===== src/rtl/fpipe_pkg.sv =====
package fpipe_pkg;

    typedef enum logic [0:0] {
        GATE_OPEN = 1'b0,
        GATE_COOL = 1'b1
    } gate_state_e;

endpackage


===== src/rtl/fpipe_issue_gate.sv =====
module fpipe_issue_gate
    import fpipe_pkg::*;
#(
    parameter int INIT_II = 4
) (
    input  logic clk,
    input  logic rst_n,
    input  logic req_valid,
    input  logic cls_ok,
    input  logic stall,
    output logic ready,
    output logic fire
);
    localparam int CNT_W     = (INIT_II > 2) ? $clog2(INIT_II - 1) : 1;
    localparam int COOL_INIT = (INIT_II > 1) ? INIT_II - 2 : 0;

    gate_state_e        state, state_nx;
    logic [CNT_W-1:0]   cool_cnt;

    // output process
    always_comb begin
        ready = (state == GATE_OPEN) && cls_ok && !stall;
        fire  = ready && req_valid;
    end

    // next-state decode
    always_comb begin
        state_nx = state;
        unique case (state)
            GATE_OPEN: if (fire && (INIT_II > 1)) state_nx = GATE_COOL;   // open_to_cool
            GATE_COOL: if (cool_cnt == '0)        state_nx = GATE_OPEN;   // cool_to_open
            default:                              state_nx = GATE_OPEN;
        endcase
    end

    // state register
    always_ff @(posedge clk) begin
        if (!rst_n) state <= GATE_OPEN;
        else        state <= state_nx;
    end

    always_ff @(posedge clk) begin
        if (!rst_n)
            cool_cnt <= '0;
        else if (fire)
            cool_cnt <= CNT_W'(COOL_INIT);
        else if (state == GATE_COOL && cool_cnt != '0)
            cool_cnt <= cool_cnt - 1'b1;
    end

    generate
        if (INIT_II > 1) begin : g_gap_chk
            AST_COOL_GAP: assert property (@(posedge clk) disable iff (!rst_n)
                fire |=> !ready);
        end
    endgenerate

endmodule


===== src/rtl/fpipe_delay_line.sv =====
module fpipe_delay_line #(
    parameter int DEPTH = 8,
    parameter int PW    = 43
) (
    input  logic                clk,
    input  logic                rst_n,
    input  logic                advance,
    input  logic                load,
    input  logic [PW-1:0]       load_pay,
    output logic [DEPTH-1:0]    stage_vld,
    output logic [DEPTH*PW-1:0] stage_pay
);
    logic [DEPTH-1:0]  vld_q;
    logic [PW-1:0]     pay_q [DEPTH];

    always_ff @(posedge clk) begin
        if (!rst_n) begin
            vld_q[0] <= 1'b0;
            pay_q[0] <= '0;
        end else if (advance) begin
            vld_q[0] <= load;
            pay_q[0] <= load ? load_pay : '0;
        end
    end

    generate
        for (genvar s = 1; s < DEPTH; s++) begin : g_stage
            always_ff @(posedge clk) begin
                if (!rst_n) begin
                    vld_q[s] <= 1'b0;
                    pay_q[s] <= '0;
                end else if (advance) begin
                    vld_q[s] <= vld_q[s-1];
                    pay_q[s] <= pay_q[s-1];
                end
            end
        end
        for (genvar s = 0; s < DEPTH; s++) begin : g_flat
            assign stage_pay[s*PW +: PW] = pay_q[s];
        end
    endgenerate

    assign stage_vld = vld_q;

endmodule


===== src/rtl/fpipe_lane_tally.sv =====
module fpipe_lane_tally #(
    parameter int DEPTH = 8,
    parameter int LANES = 32,
    parameter int CNT_W = 6
) (
    input  logic                   clk,
    input  logic                   rst_n,
    input  logic [DEPTH-1:0]       vld,
    input  logic [DEPTH*LANES-1:0] masks,
    output logic [CNT_W-1:0]       busy
);
    logic [LANES-1:0] lane_union;

    always_comb begin
        lane_union = '0;
        for (int s = 0; s < DEPTH; s++)
            if (vld[s]) lane_union = lane_union | masks[s*LANES +: LANES];
        busy = CNT_W'($countones(lane_union));
    end

    AST_LANE_LIMIT: assert property (@(posedge clk) disable iff (!rst_n)
        busy <= CNT_W'(LANES));

endmodule


===== src/rtl/fpipe_unit.sv =====
module fpipe_unit #(
    parameter int WARP_SZ    = 32,
    parameter int WARP_ID_W  = 6,
    parameter int CLASS_W    = 4,
    parameter int UNIT_CLASS = 1,
    parameter int LATENCY    = 8,
    parameter int INIT_II    = 4
) (
    input  logic                         clk,
    input  logic                         rst_n,
    input  logic                         in_valid,
    input  logic [WARP_ID_W-1:0]         in_warp,
    input  logic [WARP_SZ-1:0]           in_mask,
    input  logic [CLASS_W-1:0]           in_cls,
    output logic                         in_ready,
    output logic                         wb_valid,
    output logic [WARP_ID_W-1:0]         wb_warp,
    output logic [WARP_SZ-1:0]           wb_mask,
    output logic [CLASS_W-1:0]           wb_cls,
    output logic                         wb_spec,
    input  logic                         wb_stall,
    output logic [$clog2(WARP_SZ+1)-1:0] lanes_busy
);
    localparam int PAY_W   = 1 + CLASS_W + WARP_ID_W + WARP_SZ;
    localparam int MASK_LO = 0;
    localparam int WARP_LO = WARP_SZ;
    localparam int CLS_LO  = WARP_SZ + WARP_ID_W;
    localparam int SPEC_B  = PAY_W - 1;
    localparam int LCNT_W  = $clog2(WARP_SZ + 1);

    logic                     cls_ok, fire;
    logic [PAY_W-1:0]         issue_pay;
    logic [LATENCY-1:0]       stage_vld;
    logic [LATENCY*PAY_W-1:0] stage_pay;
    logic [LATENCY*WARP_SZ-1:0] stage_masks;
    logic [PAY_W-1:0]         tail_pay;

    assign cls_ok = (in_cls == CLASS_W'(UNIT_CLASS));

    fpipe_issue_gate #(.INIT_II(INIT_II)) u_gate (
        .clk       (clk),
        .rst_n     (rst_n),
        .req_valid (in_valid),
        .cls_ok    (cls_ok),
        .stall     (wb_stall),
        .ready     (in_ready),
        .fire      (fire)
    );

    // tag the token as running on the dedicated pipe before it enters the chain
    assign issue_pay = {1'b1, in_cls, in_warp, in_mask};

    fpipe_delay_line #(.DEPTH(LATENCY), .PW(PAY_W)) u_chain (
        .clk       (clk),
        .rst_n     (rst_n),
        .advance   (!wb_stall),
        .load      (fire),
        .load_pay  (issue_pay),
        .stage_vld (stage_vld),
        .stage_pay (stage_pay)
    );

    generate
        for (genvar s = 0; s < LATENCY; s++) begin : g_mask
            assign stage_masks[s*WARP_SZ +: WARP_SZ] = stage_pay[s*PAY_W + MASK_LO +: WARP_SZ];
        end
    endgenerate

    fpipe_lane_tally #(.DEPTH(LATENCY), .LANES(WARP_SZ), .CNT_W(LCNT_W)) u_tally (
        .clk   (clk),
        .rst_n (rst_n),
        .vld   (stage_vld),
        .masks (stage_masks),
        .busy  (lanes_busy)
    );

    assign tail_pay = stage_pay[(LATENCY-1)*PAY_W +: PAY_W];
    assign wb_valid = stage_vld[LATENCY-1];
    assign wb_mask  = tail_pay[MASK_LO +: WARP_SZ];
    assign wb_warp  = tail_pay[WARP_LO +: WARP_ID_W];
    assign wb_cls   = tail_pay[CLS_LO +: CLASS_W];
    assign wb_spec  = tail_pay[SPEC_B];

    AST_WB_TAGGED: assert property (@(posedge clk) disable iff (!rst_n)
        wb_valid |-> wb_spec);

    AST_WB_CLASS: assert property (@(posedge clk) disable iff (!rst_n)
        wb_valid |-> (wb_cls == CLASS_W'(UNIT_CLASS)));

    AST_STALL_HOLD: assert property (@(posedge clk) disable iff (!rst_n)
        (wb_stall && wb_valid) |=> (wb_valid && $stable(wb_warp) && $stable(wb_mask)));

endmodule


===== config.mk =====
export PLATFORM = sky130hd
export DESIGN_NAME = fpipe_unit
export DESIGN_NICKNAME = d
export VERILOG_FILES = /design/src/rtl/fpipe_pkg.sv /design/src/rtl/fpipe_issue_gate.sv /design/src/rtl/fpipe_delay_line.sv /design/src/rtl/fpipe_lane_tally.sv /design/src/rtl/fpipe_unit.sv
export SDC_FILE = /design/constraint.sdc
export NUM_CORES = 1
export LEC_CHECK = 0
export BUFFER_PORTS_ARGS = -buffer_cell sky130_fd_sc_hd__clkbuf_2
export CELL_PAD_IN_SITES_DETAIL_PLACEMENT = 1
export CELL_PAD_IN_SITES_GLOBAL_PLACEMENT = 2
export CORE_UTILIZATION = 47
export CTS_CLUSTER_DIAMETER = 30
export DETAILED_ROUTE_END_ITERATION = 10
export HOLD_SLACK_MARGIN = 0.03
export PLACE_DENSITY_LB_ADDON = 0.08
export SYNTH_ARGS = -nofsm -noshare
export SYNTH_HDL_FRONTEND = slang
export SYNTH_SLANG_ARGS = --single-unit

===== constraint.sdc =====
create_clock -name clk -period 17.3 [get_ports clk]
set_input_delay 0.865 -clock clk [delete_from_list [all_inputs] [get_ports clk]]
set_output_delay 0.865 -clock clk [all_outputs]
set_load 0.03 [all_outputs]

# After elaboration in Yosys (flattened, before gate mapping)
# Memories as Yosys holds them, arrays and structs flattened.
# Index checks and enable logic that the tools add are counted.
# Widths: inputs -> output; s select.
# op_classes
div	0
multipliers	0
reduce_logical	9
shift	0
add_sub_neg	32
n_mux	26
n_lt_le_gt_ge	0
bitwise	17
n_eq_ne	1
# op_table
operator	count
$mux 43	9
$mux 32	8
$or 32x32->32	7
$add 6x6->6	15
$add 1x1->2	16
$or 1x1->1	8
$mux 1	6
$eq 4x1->1 const B	1
$logic_and 1x1->1	4
$mux 2	2
$reduce_bool 2->1	2
$logic_not 2->1	1
$not 1->1	2
$pmux 1 s2	1
$reduce_or 2->1	1
$sub 2x1->2 const B	1
$logic_not 1->1	1
# word_totals
wordCells	97
memories	1
latch_bits	0
romBits	0
out_inout_bits	51
register_bits	11
ram_bits	344
in_bits	46
# memory_table
memory	depth	width	rd	rd_clocked_by_memory_dff	wr	line_no	source
u_chain.pay_q	8	43	8	0	8	fpipe_delay_line.sv:14	logic [PW-1:0] pay_q [DEPTH];

# Depth between registers and ports, before layout
# Gate-level depths: netlist of run 1.
# An unclocked memory read counts as a cell.
# logic_depth
ltp_word	21
depth_mapped	22

# By module
# Synthesis of run 1 repeated with hierarchy kept, for this count alone.
# hier_totals
hier_cells	1081
area_unflattened_um2	15569.9
# modules_own_cells
mod	n_inst	area_per_inst_um2	seq_area_each_um2	cells_per_inst
fpipe_delay_line	1	13131.3	10490.1	788
fpipe_lane_tally	1	2259.7	0.0	276
fpipe_issue_gate	1	156.4	60.1	14
fpipe_unit	1	22.5	0.0	3

# Worst setup path after synthesis of run 1
# Ideal clock, no wire load.
# synth_path
kind	in2reg
startpoint	in wb_stall
endpoint	mem u_chain.pay_q[0][0], enable pin
slack_ns	7.876
setup_time_ns	2.519
arrival_ns	6.905
path_buffers	1
cell_stages	2
path_cell_list	buf_1 nand2_1
# synth_rtl
item	line_no	source
start, declared	fpipe_unit.sv:21	input logic wb_stall,
end, declared	fpipe_delay_line.sv:14	

# Worst setup path in the final report of run 1
# layout_path
startpoint	reg u_chain.vld_q[2] (netlist: u_chain.stage_vld[2])
endpoint	out lanes_busy[3]
# layout_via
elab_chain_cells	16
word_cells_on_any_way	42
# layout_lines
item	line_no	source
start, declared	fpipe_delay_line.sv:13	logic [DEPTH-1:0] vld_q;
start signal, assigned by index	fpipe_delay_line.sv:33	vld_q[s] <= vld_q[s-1];
$mux 32 (*)	fpipe_lane_tally.sv:17	if (vld[s]) lane_union = lane_union | masks[s*LANES +: LANES];
$or 32x32->32	fpipe_lane_tally.sv:17	
$mux 32 (*)	fpipe_lane_tally.sv:17	
$or 32x32->32	fpipe_lane_tally.sv:17	
$mux 32 (*)	fpipe_lane_tally.sv:17	
$or 32x32->32	fpipe_lane_tally.sv:17	
$mux 32 (*)	fpipe_lane_tally.sv:17	
$or 32x32->32	fpipe_lane_tally.sv:17	
$mux 32 (*)	fpipe_lane_tally.sv:17	
$or 32x32->32	fpipe_lane_tally.sv:17	
$mux 32 (*)	fpipe_lane_tally.sv:17	
$add 1x1->2 (implied by the code)	fpipe_lane_tally.sv:18	busy = CNT_W'($countones(lane_union));
$add 6x6->6 (implied by the code) (3 in a row)	fpipe_lane_tally.sv:18	
$add 6x6->6 (implied by the code) (*)	fpipe_lane_tally.sv:18	
end, declared	fpipe_unit.sv:22	output logic [$clog2(WARP_SZ+1)-1:0] lanes_busy
# Every way passes the cells marked *; elsewhere a longest branch is shown, timed or not.

==> reports/results.tsv, run 1 <==
stage	metric	value	unit
run_status	status	finished, final reports clean	
route	dr_wl_met2	16.0	mm
route	num_vias	9060	
yosys	ys.warnings.count	0	
setup_path	cp_max_fo	34	
power	p_sw	0.539	mW
global_route	grt_use_total	20.5	%
clocking	cts_tree	yes	
yosys	netlist_top_cells_count	edfxtp_1 (344), and2_1 (339), a22oi_1 (128)	
floorplanning	pin_count	97	
setup_path	cpMostUsedCell	fa_1	
placement	gp_routability_congestion	0.740	
sta	hold_slack	514	ps
layout	register_area	0.0106	mm²
power	power	2.61	mW
floorplanning	initial_core_util	48.0	%
global_route	grt_pass1_vias	9484	
clocking	clk_latency	580	ps
layout	antenna_cells	0	
setup_path	cp_data_required_time	16430	ps
setup_path	path_delay_family	adder cells	
route	wl_met1	15.6	mm
yosys	synth.top_cell.area_share	65.6	%
setup_path	cp-end-kind	output pin	
clocking	post-cts-setup-buffers	0	
route	drc_errors	0	
power	ir_drop	79.0	µV
clocking	cts_root_buffer	clkbuf_16	
sta	hold_viol	0	
power	p_clk_share	58.1	%
floorplanning	die_w	185	µm
floorplanning	die-area	0.0342	mm²
route	dr.pass1.iters	4	
route	wirelength	34.0	mm
layout	nets	1292	
route	wire_per_inst	19.9	µm
sta	setup_violations	0	
sta	slew_headroom	21.1	%
sta	timing.fmax	144	MHz
layout	nFillCells	3101	
clocking	cts.path.max_buffers	3	
yosys	async_flop_share	0	%
clocking	cts_buffers	85	
global_route	grt_overflow	0	
yosys	syn_area	0.0157	mm²
floorplanning	core	0.0328	mm²
route	drt_iter0_markers	642	
global_route	grt_pass1_wl	52.9	mm
yosys	postSynthAreaPerCell	14.2	µm²
setup_path	cp_cell_sequence	a22oi_1 > nand4_1 > ha_1 > inv_1 > fa_1 > fa_1 > inv_1 > fa_1 > fa_1 > inv_1 > fa_1 > inv_1 > ha_1 > inv_1 > fa_1 > xnor2_1 > clkbuf_2	
worst_hold_path	hold_path.class	reg2reg	
placement	port_buffers	96	
setup_path	worst-setup-path-type	reg2out	
route	avgViaCountPerCell	5.31	
sta	finalCriticalPeriod	6930	ps
sta	rsz0062_at_grt	false	
sta	min_period_over_period	40.1	%
setup_path	arrival	6060	ps
global_route	antenna_found_initial	0	
yosys	synth_largest_area_cell	edfxtp_1	
layout	syn2layout_area_growth	21.2	%
layout	drive_gt1_share	18.8	%
route	maxUsedRoutingLayer	met4	
clocking	ctsHtreeMaxLevel	3	
yosys	ys_types	30	
clocking	hold_buffers	0	
flow_run	drv_cap	0	
route	final_antenna_net_count	0	
yosys	ys.flop_type	edfxtp_1	
setup_path	cp.buffers_inverters	6	
setup_path	slowest_delay	1000	ps
sta	worstMarginPinSlew	1180	ps
floorplanning	rows	66	
yosys	synth.most_common_cell	edfxtp_1	
power	switching_share	20.6	%
global_route	grt_max_degree	292	
yosys	synthCells	1112	
setup_path	critPathLaunchType	flip-flop	
power	seq_power_share	39.2	%
power	intPower	2.07	mW
clocking	cts_resized	0	
setup_path	slowest_stage	dfxtp_2	
floorplanning	fp.dieH	185	µm
yosys	ys_ff_latch	355	
yosys	ys_top_cells_by_area	edfxtp_1 (66%), and2_1 (13%), a22oi_1 (6.1%)	
power	powerDensity	137	mW/mm²
layout	multi_input_area	0.00444	mm²
sta	fin_tns_setup	0	ps
yosys	yosysSeqAreaShare	67.0	%
yosys	synth-edff-count	344	
clocking	clock-sinks	355	
sta	drv_slew	0	
sta	fin_skew	17.2	ps
clocking	cts.reportedPaths.clkPinSlew	40	ps
placement	hpwl	18.4	mm
power	pwr-share-comb	2.7	%
power	p_leak	7.71	nW
route	wl_met3	1.68	mm
-- cells in the final DEF (no fill, tap or decap), drive strengths merged --
cell / instances
nor2b: 2
inv: 55
ha: 25
bufinv: 9
o21a: 2
nor2: 9
nor3: 2
or3b: 1
mux2: 1
a21oi: 2
or2: 1
conb: 3
fa: 26
clkbuf: 206
o21ai: 1
nand4: 32
buf: 11
and2: 339
xnor2: 5
a22oi: 128
nor4: 2
clkinvlp: 2
nand2b: 1
or4b: 1
nand2: 2
dfxtp: 11
mux2i: 8
a21o: 1
clkinv: 31
edfxtp: 344
-- flip-flops by register name, summed over array words and instances, names as in the netlist --
| signal | count |
|---|---|
| u_chain.pay_q | 344 |
| u_gate.cool_cnt | 2 |
| u_gate.state | 1 |
| u_chain.stage_vld | 8 |
-- worst paths after layout --
path | from | end | slack [ps] | cells after the start
min | u_chain.pay_q[1][127] | u_chain.pay_q[1][170] | 510 | 1
max reg2reg | u_gate.state | u_chain.pay_q[0][29] | 14850 | 4
min reg2reg | u_chain.pay_q[1][127] | u_chain.pay_q[1][170] | 510 | 1
max | u_chain.stage_vld[2] | lanes_busy[3] | 10370 | 17
-- per-stage QoR --
| step | cell area, µm² | instances | utilization, % | setup WS [ps] |
|---|---|---|---|---|
| 2_1_floorplan | 15800 | 1114 | - | 7880 |
| 3_3_place_gp | 16300 | 1550 | 49.8 | 11020 |
| 3_5_place_dp | 16300 | 1550 | 49.8 | 10930 |
| 4_1_cts | 19100 | 1705 | 58.2 | 10270 |
| 5_1_grt | 19100 | 1705 | 58.2 | 10070 |
| 6_report | 19100 | 1705 | 58.2 | 10370 |
-- power by group through the flow --
stage | combinational [mW] | clock, mW | sequential (mW)
finish | 0.0697 | 1.52 | 1.03
global route | 0.0767 | 1.59 | 1.03
CTS | 0.0716 | 1.55 | 1.03
detailed placement | 0.0711 | 0 | 1.04
global placement | 0.0698 | 0 | 1.04
floorplan | 0.0560 | 0 | 1.04
-- layout make-up --
type / instances / share of cell area (%)
Multi-Input combinational cell: 594 / 23.3
Inverter: 52 / 1.02
Clock inverter: 45 / 2.46
Clock buffer: 110 / 12.0
Timing Repair Buffer: 107 / 3.08
Tap cell: 442 / 2.90
Sequential cell: 355 / 55.3
-- routing by layer --
layer,track usage [%],vias up
met5,0,-
met4,7.77,0
met3,4.70,60
met2,31.5,239
met1,28.2,4627
li1,-,4134
-- cells by family (layout without fill, tap and decap cells) --
kind of cell / count (synthesis) / after routing / share of synthesized area (%)
buf+inv: 165 / 314 / 4.98
xor+xnor: 5 / 5 / 0.278
compound gates: 134 / 134 / 6.34
mux: 9 / 9 / 0.580
simple gates: 392 / 392 / 15.5
fa+ha+maj: 51 / 51 / 5.29
other cells: 1 / 3 / 0.0238
flops: 355 / 355 / 67.0
Power figures use the tool's default switching activity.
==> run 2: changes to the inputs <==
--- a/config.mk
+++ b/config.mk
@@ -5,10 +5,11 @@
 export SDC_FILE = /design/constraint.sdc
 export NUM_CORES = 1
 export LEC_CHECK = 0
+export ABC_AREA = 1
 export BUFFER_PORTS_ARGS = -buffer_cell sky130_fd_sc_hd__clkbuf_2
 export CELL_PAD_IN_SITES_DETAIL_PLACEMENT = 1
 export CELL_PAD_IN_SITES_GLOBAL_PLACEMENT = 2
-export CORE_UTILIZATION = 47
+export CORE_UTILIZATION = 42
 export CTS_CLUSTER_DIAMETER = 30
 export DETAILED_ROUTE_END_ITERATION = 10
 export HOLD_SLACK_MARGIN = 0.03
==> constraint.sdc (replaced) <==
create_clock -name clk -period 6.4 [get_ports clk]
set_input_delay 0.32 -clock clk [delete_from_list [all_inputs] [get_ports clk]]
set_output_delay 0.32 -clock clk [all_outputs]
set_load 0.03 [all_outputs]
==> run 2 against run 1 <==
- clock skew up 6.0 ps
- non-clock buffer count up 54
- area after synthesis grew 17%
- setup slack got worse by 10000 ps
- final cell count is 44% higher
- die area is 30% higher
- utilization down 6.5 points
- largest cell class unchanged
==> reports/results.tsv, run 2 <==
stage	metric	value	unit	change
setup_path	reg2regPathDepth	5		+1
sta	drv_slew	0		unchanged
sta	hold_viol	0		unchanged
setup_path	r2r_end	u_chain.pay_q[0][34]		
placement	gp_routability_congestion	0.790		+6.8%
setup_path	slowest_stage	fa_1		
layout	largest_reg_flops	344		unchanged
route	final_antenna_net_count	0		unchanged
setup_path	cp-end-kind	output pin		
layout	regMostFlops	u_chain.pay_q		
layout	nets	1897		+47%
route	drt_iter0_markers	680		+5.9%
setup_path	path_delay_family	adder cells		
yosys	synth.top_cell.area_share	56.2	%	-9.4 points
floorplanning	core	0.0432	mm²	+32%
floorplanning	fp.dieH	211	µm	+14%
global_route	grt_max_degree	164		-44%
setup_path	cp_data_required_time	6080	ps	-10350 ps
global_route	grt_pass1_wl	65.4	mm	+23%
power	p_sw	1.66	mW	+210%
worst_hold_path	whs_path_depth	3		+2
power	p_leak	9.05	nW	+17%
sta	fin_skew	23.2	ps	+5.95 ps
power	ir_drop	200	µV	+150%
placement	hpwl	26.7	mm	+45%
sta	timing.fmax	166	MHz	
run_status	status	finished, final reports clean		
setup_path	worst-setup-path-type	reg2out		
power	switching_share	22.1	%	+1.5 points
setup_path	cp.buffers_inverters	8		+2
setup_path	critPathLaunchType	flip-flop		
route	wire_per_inst	16.9	µm	-15%
global_route	grt_use_total	19.5	%	-0.94 points
layout	syn2layout_area_growth	21.5	%	
layout	stdcell_count	2463		+44%
clocking	cts_tree	yes		
layout	drive_gt1_share	25.2	%	+6.4 points
yosys	ys_types	28		-6.7%
yosys	ys_top_cells_by_area	edfxtp_1 (56%), nor2_4 (12%), inv_1 (8.2%)		
power	powerDensity	336	mW/mm²	+150%
setup_path	r2r_slack	4940	ps	-9910 ps
global_route	grt_overflow	0		unchanged
floorplanning	rows	76		+15%
clocking	cts_root_buffer	clkbuf_16		
yosys	async_flop_share	0	%	unchanged
yosys	synth_largest_area_cell	edfxtp_1		
yosys	syn_area	0.0184	mm²	+17%
route	num_vias	10900		+20%
layout	final_common_cell	inv_1		
flow_run	drv_cap	0		unchanged
power	intPower	5.85	mW	+180%
placement	place_inst	2247		+45%
worst_hold_path	hold_path.class	in2reg		
sta	setup_violations	0		unchanged
route	dr.pass1.iters	4		unchanged
yosys	ys_ff_latch	355		unchanged
layout	nFillCells	4663		+50%
power	seq_power_share	36.7	%	-2.5 points
yosys	postSynthAreaPerCell	11.2	µm²	-21%
layout	final_cell_mix	inv_1 (402), edfxtp_1 (344), nor2_4 (201), nand2_1 (187), nor2_1 (185)		
placement	port_buffers	96		unchanged
setup_path	worst_r2r_startpoint	u_gate.state		
setup_path	cp_max_fo	16		-53%
yosys	synthCells	1646		+48%
power	pwr-share-comb	4.9	%	+2.2 points
route	drc_errors	0		unchanged
yosys	ys.flop_type	edfxtp_1		
yosys	synth.most_common_cell	inv_1		
setup_path	slowest_delay	540	ps	-460 ps
sta	slew_headroom	30.3	%	+9.2 points
floorplanning	die_w	211	µm	+14%
setup_path	arrival	5720	ps	-340 ps
sta	min_period_over_period	94.4	%	
floorplanning	pin_count	97		unchanged
clocking	ctsHtreeMaxLevel	3		unchanged
clocking	clk_latency	610	ps	+30 ps
floorplanning	initial_core_util	42.6	%	-5.4 points
route	avgViaCountPerCell	4.43		-17%
yosys	ys.warnings.count	0		unchanged
sta	worstMarginPinSlew	1050	ps	-129 ps
yosys	yosysSeqAreaShare	57.4	%	-9.6 points
worst_hold_path	worstHoldEndpoint	u_chain.pay_q[0][32]		
clocking	cts.path.max_buffers	3		unchanged
worst_hold_path	worstHoldStart	in_warp[0]		
power	p_clk_share	58.4	%	+0.3 points
yosys	synth-edff-count	344		unchanged
global_route	grt_pass1_vias	11600		+22%
clocking	cts_buffers	95		+12%
sta	finalCriticalPeriod	6040	ps	
sta	fin_tns_setup	0	ps	unchanged
yosys	netlist_top_cells_count	inv_1 (404), edfxtp_1 (344), nor2_4 (201)		
clocking	cts.reportedPaths.clkPinSlew	40	ps	about the same
setup_path	cp_cell_sequence	inv_1 > buf_4 > o21ai_0 > nor2_1 > nand2_1 > ha_1 > fa_1 > inv_1 > fa_1 > inv_1 > fa_1 > fa_1 > inv_1 > fa_1 > inv_1 > ha_1 > inv_1 > fa_1 > xnor2_1 > clkbuf_2		
sta	rsz0062_at_grt	false		
global_route	antenna_found_initial	1		+1
floorplanning	die-area	0.0446	mm²	+30%
clocking	clock-sinks	355		unchanged
route	wirelength	41.7	mm	+23%
run 2: per-stage QoR:
step	power [mW]	worst slack [ps]	hold slack, ps	utilization [%]	cell area [µm²]
floorplan	3.11	893	408	-	18400
finish	7.51	361	62.6	51.7	22300
global route	7.77	18.0	54.0	51.7	22300
CTS	7.61	35.8	31.3	51.6	22300
detailed placement	3.15	689	502	43.8	18900
global placement	3.14	813	491	43.8	18900
run 2: cells by family (layout without fill, tap and decap cells):
logic type,Yosys count,in the layout,synth area share [%]
and+or+nand+nor,601,601,20.8
buffers and inverters,512,741,13.7
DFF,355,355,57.4
AOI/OAI and AO/OA,122,122,3.42
adders and majority gates,51,51,4.53
xor gates and xnor gates,4,4,0.191
other,1,4,0.0204
run 2: metal layers:
| layer | share of wire [%] | global-route usage (%) | vias to the layer above |
|---|---|---|---|
| met2 | 43 | 28.0 | 226 |
| li1 | - | - | 5377 |
| met1 | 50 | 28.8 | 5263 |
| met5 | 0 | 0 | - |
| met3 | 5.1 | 4.39 | 51 |
| met4 | 1.7 | 7.02 | 0 |
run 2: worst max-delay path by stage:
stage	startpoint	end	cells after the start
floorplan	u_chain.stage_vld[7]	lanes_busy[5]	20
global placement	u_chain.stage_vld[6]	lanes_busy[5]	20
detailed placement	u_chain.stage_vld[1]	lanes_busy[5]	21
CTS	u_chain.stage_vld[1]	lanes_busy[5]	21
global route	u_chain.stage_vld[5]	lanes_busy[5]	20
finish	u_chain.stage_vld[5]	lanes_busy[3]	20
run 2: cell type report:
| class | instances | area (µm²) | area share [%] |
|---|---|---|---|
| Inverter | 406 | 1530 | 6.86 |
| Timing Repair Buffer | 161 | 1160 | 5.18 |
| Clock buffer | 124 | 2570 | 11.5 |
| Sequential cell | 355 | 10600 | 47.2 |
| Multi-Input combinational cell | 781 | 5370 | 24.1 |
| Tap cell | 585 | 732 | 3.28 |
| Clock inverter | 50 | 417 | 1.87 |
| Antenna cell | 1 | 2.50 | 0.0112 |
run 2: tightest hold or removal path: cells and delay by family:
kind	cells	cell delay [ps]
AND/OR/NAND/NOR	1	90
buffers and inverters	2	120
run 2: power by group through the flow:
| stage | registers (mW) | clock network [mW] | logic, mW |
|---|---|---|---|
| floorplan | 2.79 | 0 | 0.315 |
| global placement | 2.79 | 0 | 0.348 |
| detailed placement | 2.79 | 0 | 0.354 |
| CTS | 2.76 | 4.48 | 0.374 |
| global route | 2.77 | 4.60 | 0.402 |
| finish | 2.76 | 4.39 | 0.367 |
run 2: timing repair:
action                                  4_1_cts  5_1_grt
setup buffers                                 0        3
gates resized for setup                       0       13
hold buffers                                 38        0
endpoints found under the hold margin        36        0
endpoints found under the setup margin        0        3
==> run 3: changes to the inputs <==
--- a/config.mk
+++ b/config.mk
@@ -9,10 +9,11 @@
 export BUFFER_PORTS_ARGS = -buffer_cell sky130_fd_sc_hd__clkbuf_2
 export CELL_PAD_IN_SITES_DETAIL_PLACEMENT = 1
 export CELL_PAD_IN_SITES_GLOBAL_PLACEMENT = 2
+export CORE_ASPECT_RATIO = 0.5
 export CORE_UTILIZATION = 42
 export CTS_CLUSTER_DIAMETER = 30
 export DETAILED_ROUTE_END_ITERATION = 10
-export HOLD_SLACK_MARGIN = 0.03
+export HOLD_SLACK_MARGIN = 0.12
 export PLACE_DENSITY_LB_ADDON = 0.08
 export SYNTH_ARGS = -nofsm -noshare
 export SYNTH_HDL_FRONTEND = slang
==> run 3 against run 2 <==
- maximum frequency shrank 2.1%
- sequential power is essentially flat
- critical path depth stayed put
- die area increased by 0.11%
- total power fell by 17%
- clock-buffer cell count down 61
- clock power is 30% lower
- setup slack worse by 130 ps
- final cell count fell by 3.0%
- global-route usage up 0.99 points
- register-to-register slack lost 160 ps
- largest power group unchanged
- highest routed layer unchanged
==> reports/results.tsv, run 3 (same netlist as run 2, synthesis figures left out) <==
stage	metric	value	unit	change
run_status	status	finished, final reports clean		
layout	drive_gt1_share	23.7	%	-1.5 points
sta	min_period_over_period	96.4	%	+2.0 points
placement	hpwl	29.2	mm	+9.5%
floorplanning	core	0.0426	mm²	-1.4%
layout	nets	1863		-1.8%
setup_path	slowest_stage	fa_1		
sta	setup_slack	230	ps	-131 ps
route	avgViaCountPerCell	4.64		+4.7%
power	powerDensity	291	mW/mm²	-13%
layout	final_common_cell	inv_1		
global_route	grt_overflow	0		unchanged
sta	worstMarginPinSlew	1250	ps	+206 ps
placement	dpl_worst_slack	592	ps	-97.2 ps
placement	port_buffers	96		unchanged
setup_path	cpMostUsedCell	inv_1		
sta	slew_headroom	16.5	%	-14 points
sta	rsz0062_at_grt	false		
route	num_vias	11100		+1.6%
layout	final_cell_mix	inv_1 (402), edfxtp_1 (344), nor2_4 (201), nand2_1 (187), nor2_1 (185)		
global_route	grt_use_total	20.5	%	+0.99 points
setup_path	cp_data_required_time	6080	ps	about the same
clocking	clk_latency	590	ps	-20 ps
power	p_leak	8.53	nW	-5.8%
worst_hold_path	hold_path.class	in2reg		
floorplanning	pin_count	97		unchanged
route	drc_errors	0		unchanged
floorplanning	fp.dieH	150	µm	-29%
setup_path	worst-setup-path-type	reg2out		
clocking	cts_tree	yes		
setup_path	path_delay_family	adder cells		
setup_path	cp_cell_sequence	inv_1 > buf_6 > o21ai_0 > nor2_1 > nand2_1 > ha_1 > inv_1 > fa_1 > inv_1 > fa_1 > fa_1 > fa_1 > inv_1 > fa_1 > inv_1 > ha_1 > inv_1 > fa_2 > inv_1 > clkbuf_2		
global_route	antenna_found_initial	1		unchanged
route	wirelength	44.8	mm	+7.4%
layout	syn2layout_area_growth	15.9	%	
placement	gp_routability_congestion	0.851		+7.7%
floorplanning	die-area	0.0447	mm²	+0.11%
layout	regMostFlops	u_chain.pay_q		
route	dr.pass1.iters	4		unchanged
clocking	cts_buffers	57		-40%
global_route	grt_pass1_vias	11700		+0.74%
global_route	grt_pass1_wl	69.2	mm	+5.9%
route	drt_iter0_markers	731		+7.5%
clocking	clock-sinks	355		unchanged
sta	timing.fmax	162	MHz	-2.1%
layout	antenna_cells	0		-1
layout	largest_reg_flops	344		unchanged
clocking	cts.path.max_buffers	3		unchanged
power	ir_drop	222	µV	+11%
route	wire_per_inst	18.8	µm	+11%
clocking	cts.reportedPaths.clkPinSlew	50	ps	about the same
setup_path	cp_max_fo	13		-3
floorplanning	rows	53		-30%
flow_run	drv_cap	0		unchanged
setup_path	cp-end-kind	output pin		
route	final_antenna_net_count	0		unchanged
clocking	ctsHtreeMaxLevel	2		-1
sta	drv_slew	0		unchanged
sta	setup_violations	0		unchanged
floorplanning	initial_core_util	43.2	%	+0.60 points
layout	utilization	50.1	%	-1.7 points
floorplanning	die_w	298	µm	+41%
clocking	cts_root_buffer	clkbuf_16		
sta	fin_tns_setup	0	ps	unchanged
setup_path	arrival	5850	ps	+130 ps
setup_path	slowest_delay	600	ps	+60 ps
sta	finalCriticalPeriod	6170	ps	+131 ps
global_route	grt_max_degree	183		+12%
setup_path	critPathLaunchType	flip-flop		
setup_path	cp.buffers_inverters	9		+1
sta	hold_viol	0		unchanged
sta	fin_skew	24.0	ps	+0.822 ps
==> run 3: cell types whose count changed in the layout (fill, tap and decap cells not counted), sizes merged <==
cell,change
clkbuf,-61
clkinv,-14
inv,+1
buf,+1
clkinvlp,+5
diode,-1
dlygate4sd3,+3
==> run 3: per-stage QoR <==
step	hold WS [ps]	area [µm²]	instances	power, mW
final	149	21300	2389	6.21
after global routing	177	21300	2389	6.43
after CTS	140	21200	2386	6.28
after detailed placement	512	18900	2240	3.16
after global placement	489	18900	2240	3.15
after floorplan	408	18400	1648	3.11
==> run 3: worst paths after layout <==
kind	depth (start not counted)	slack [ps]	endpoint	startpoint
worst max-delay path	20	230	lanes_busy[2]	u_chain.stage_vld[3]
worst min-delay path	4	150	u_gate.cool_cnt[0]	in_cls[0]
worst max register to register	5	4780	u_chain.pay_q[0][20]	u_gate.state
worst min register to register	2	520	u_gate.cool_cnt[1]	u_gate.cool_cnt[1]
==> run 3: what timing repair did <==
item	in CTS	in global routing
pin swaps	0	4
setup buffers	0	2
hold buffers	41	0
gates resized for setup	1	21
setup endpoints to repair	1	3
cloned	0	1
endpoints found under the hold margin	40	0
==> run 3: area by class of cell <==
class                      count  area (µm²)
timing repair buffer         165        1230
tap                          577         722
multi-input combinational    781        5370
inverter                     406        1530
clock buffer                  63        1470
fill                        4567       21300
clock inverter                42         449
sequential                   355       10600
==> run 3: per-layer routing <==
layer	vias up	wire length, µm	global-route usage (%)
met4	0	586	3.87
met1	5511	23100	31.6
met5	-	0	0
met2	254	18400	29.3
met3	51	2740	4.60
li1	5272	-	-
==> run 3: power breakdown <==
group          internal, mW  switching [mW]
registers              2.69          0.0665
logic                0.0995           0.272
clock network          1.94            1.13
total                  4.74            1.47
==> run 3: worst register-to-register path: stages, from the launching register on <==
cell	delay [ps]
dfxtp_1	330
nor2_2	100
nand2_1	100
nor2_4	140
nand3_4	460
nor2_1	310
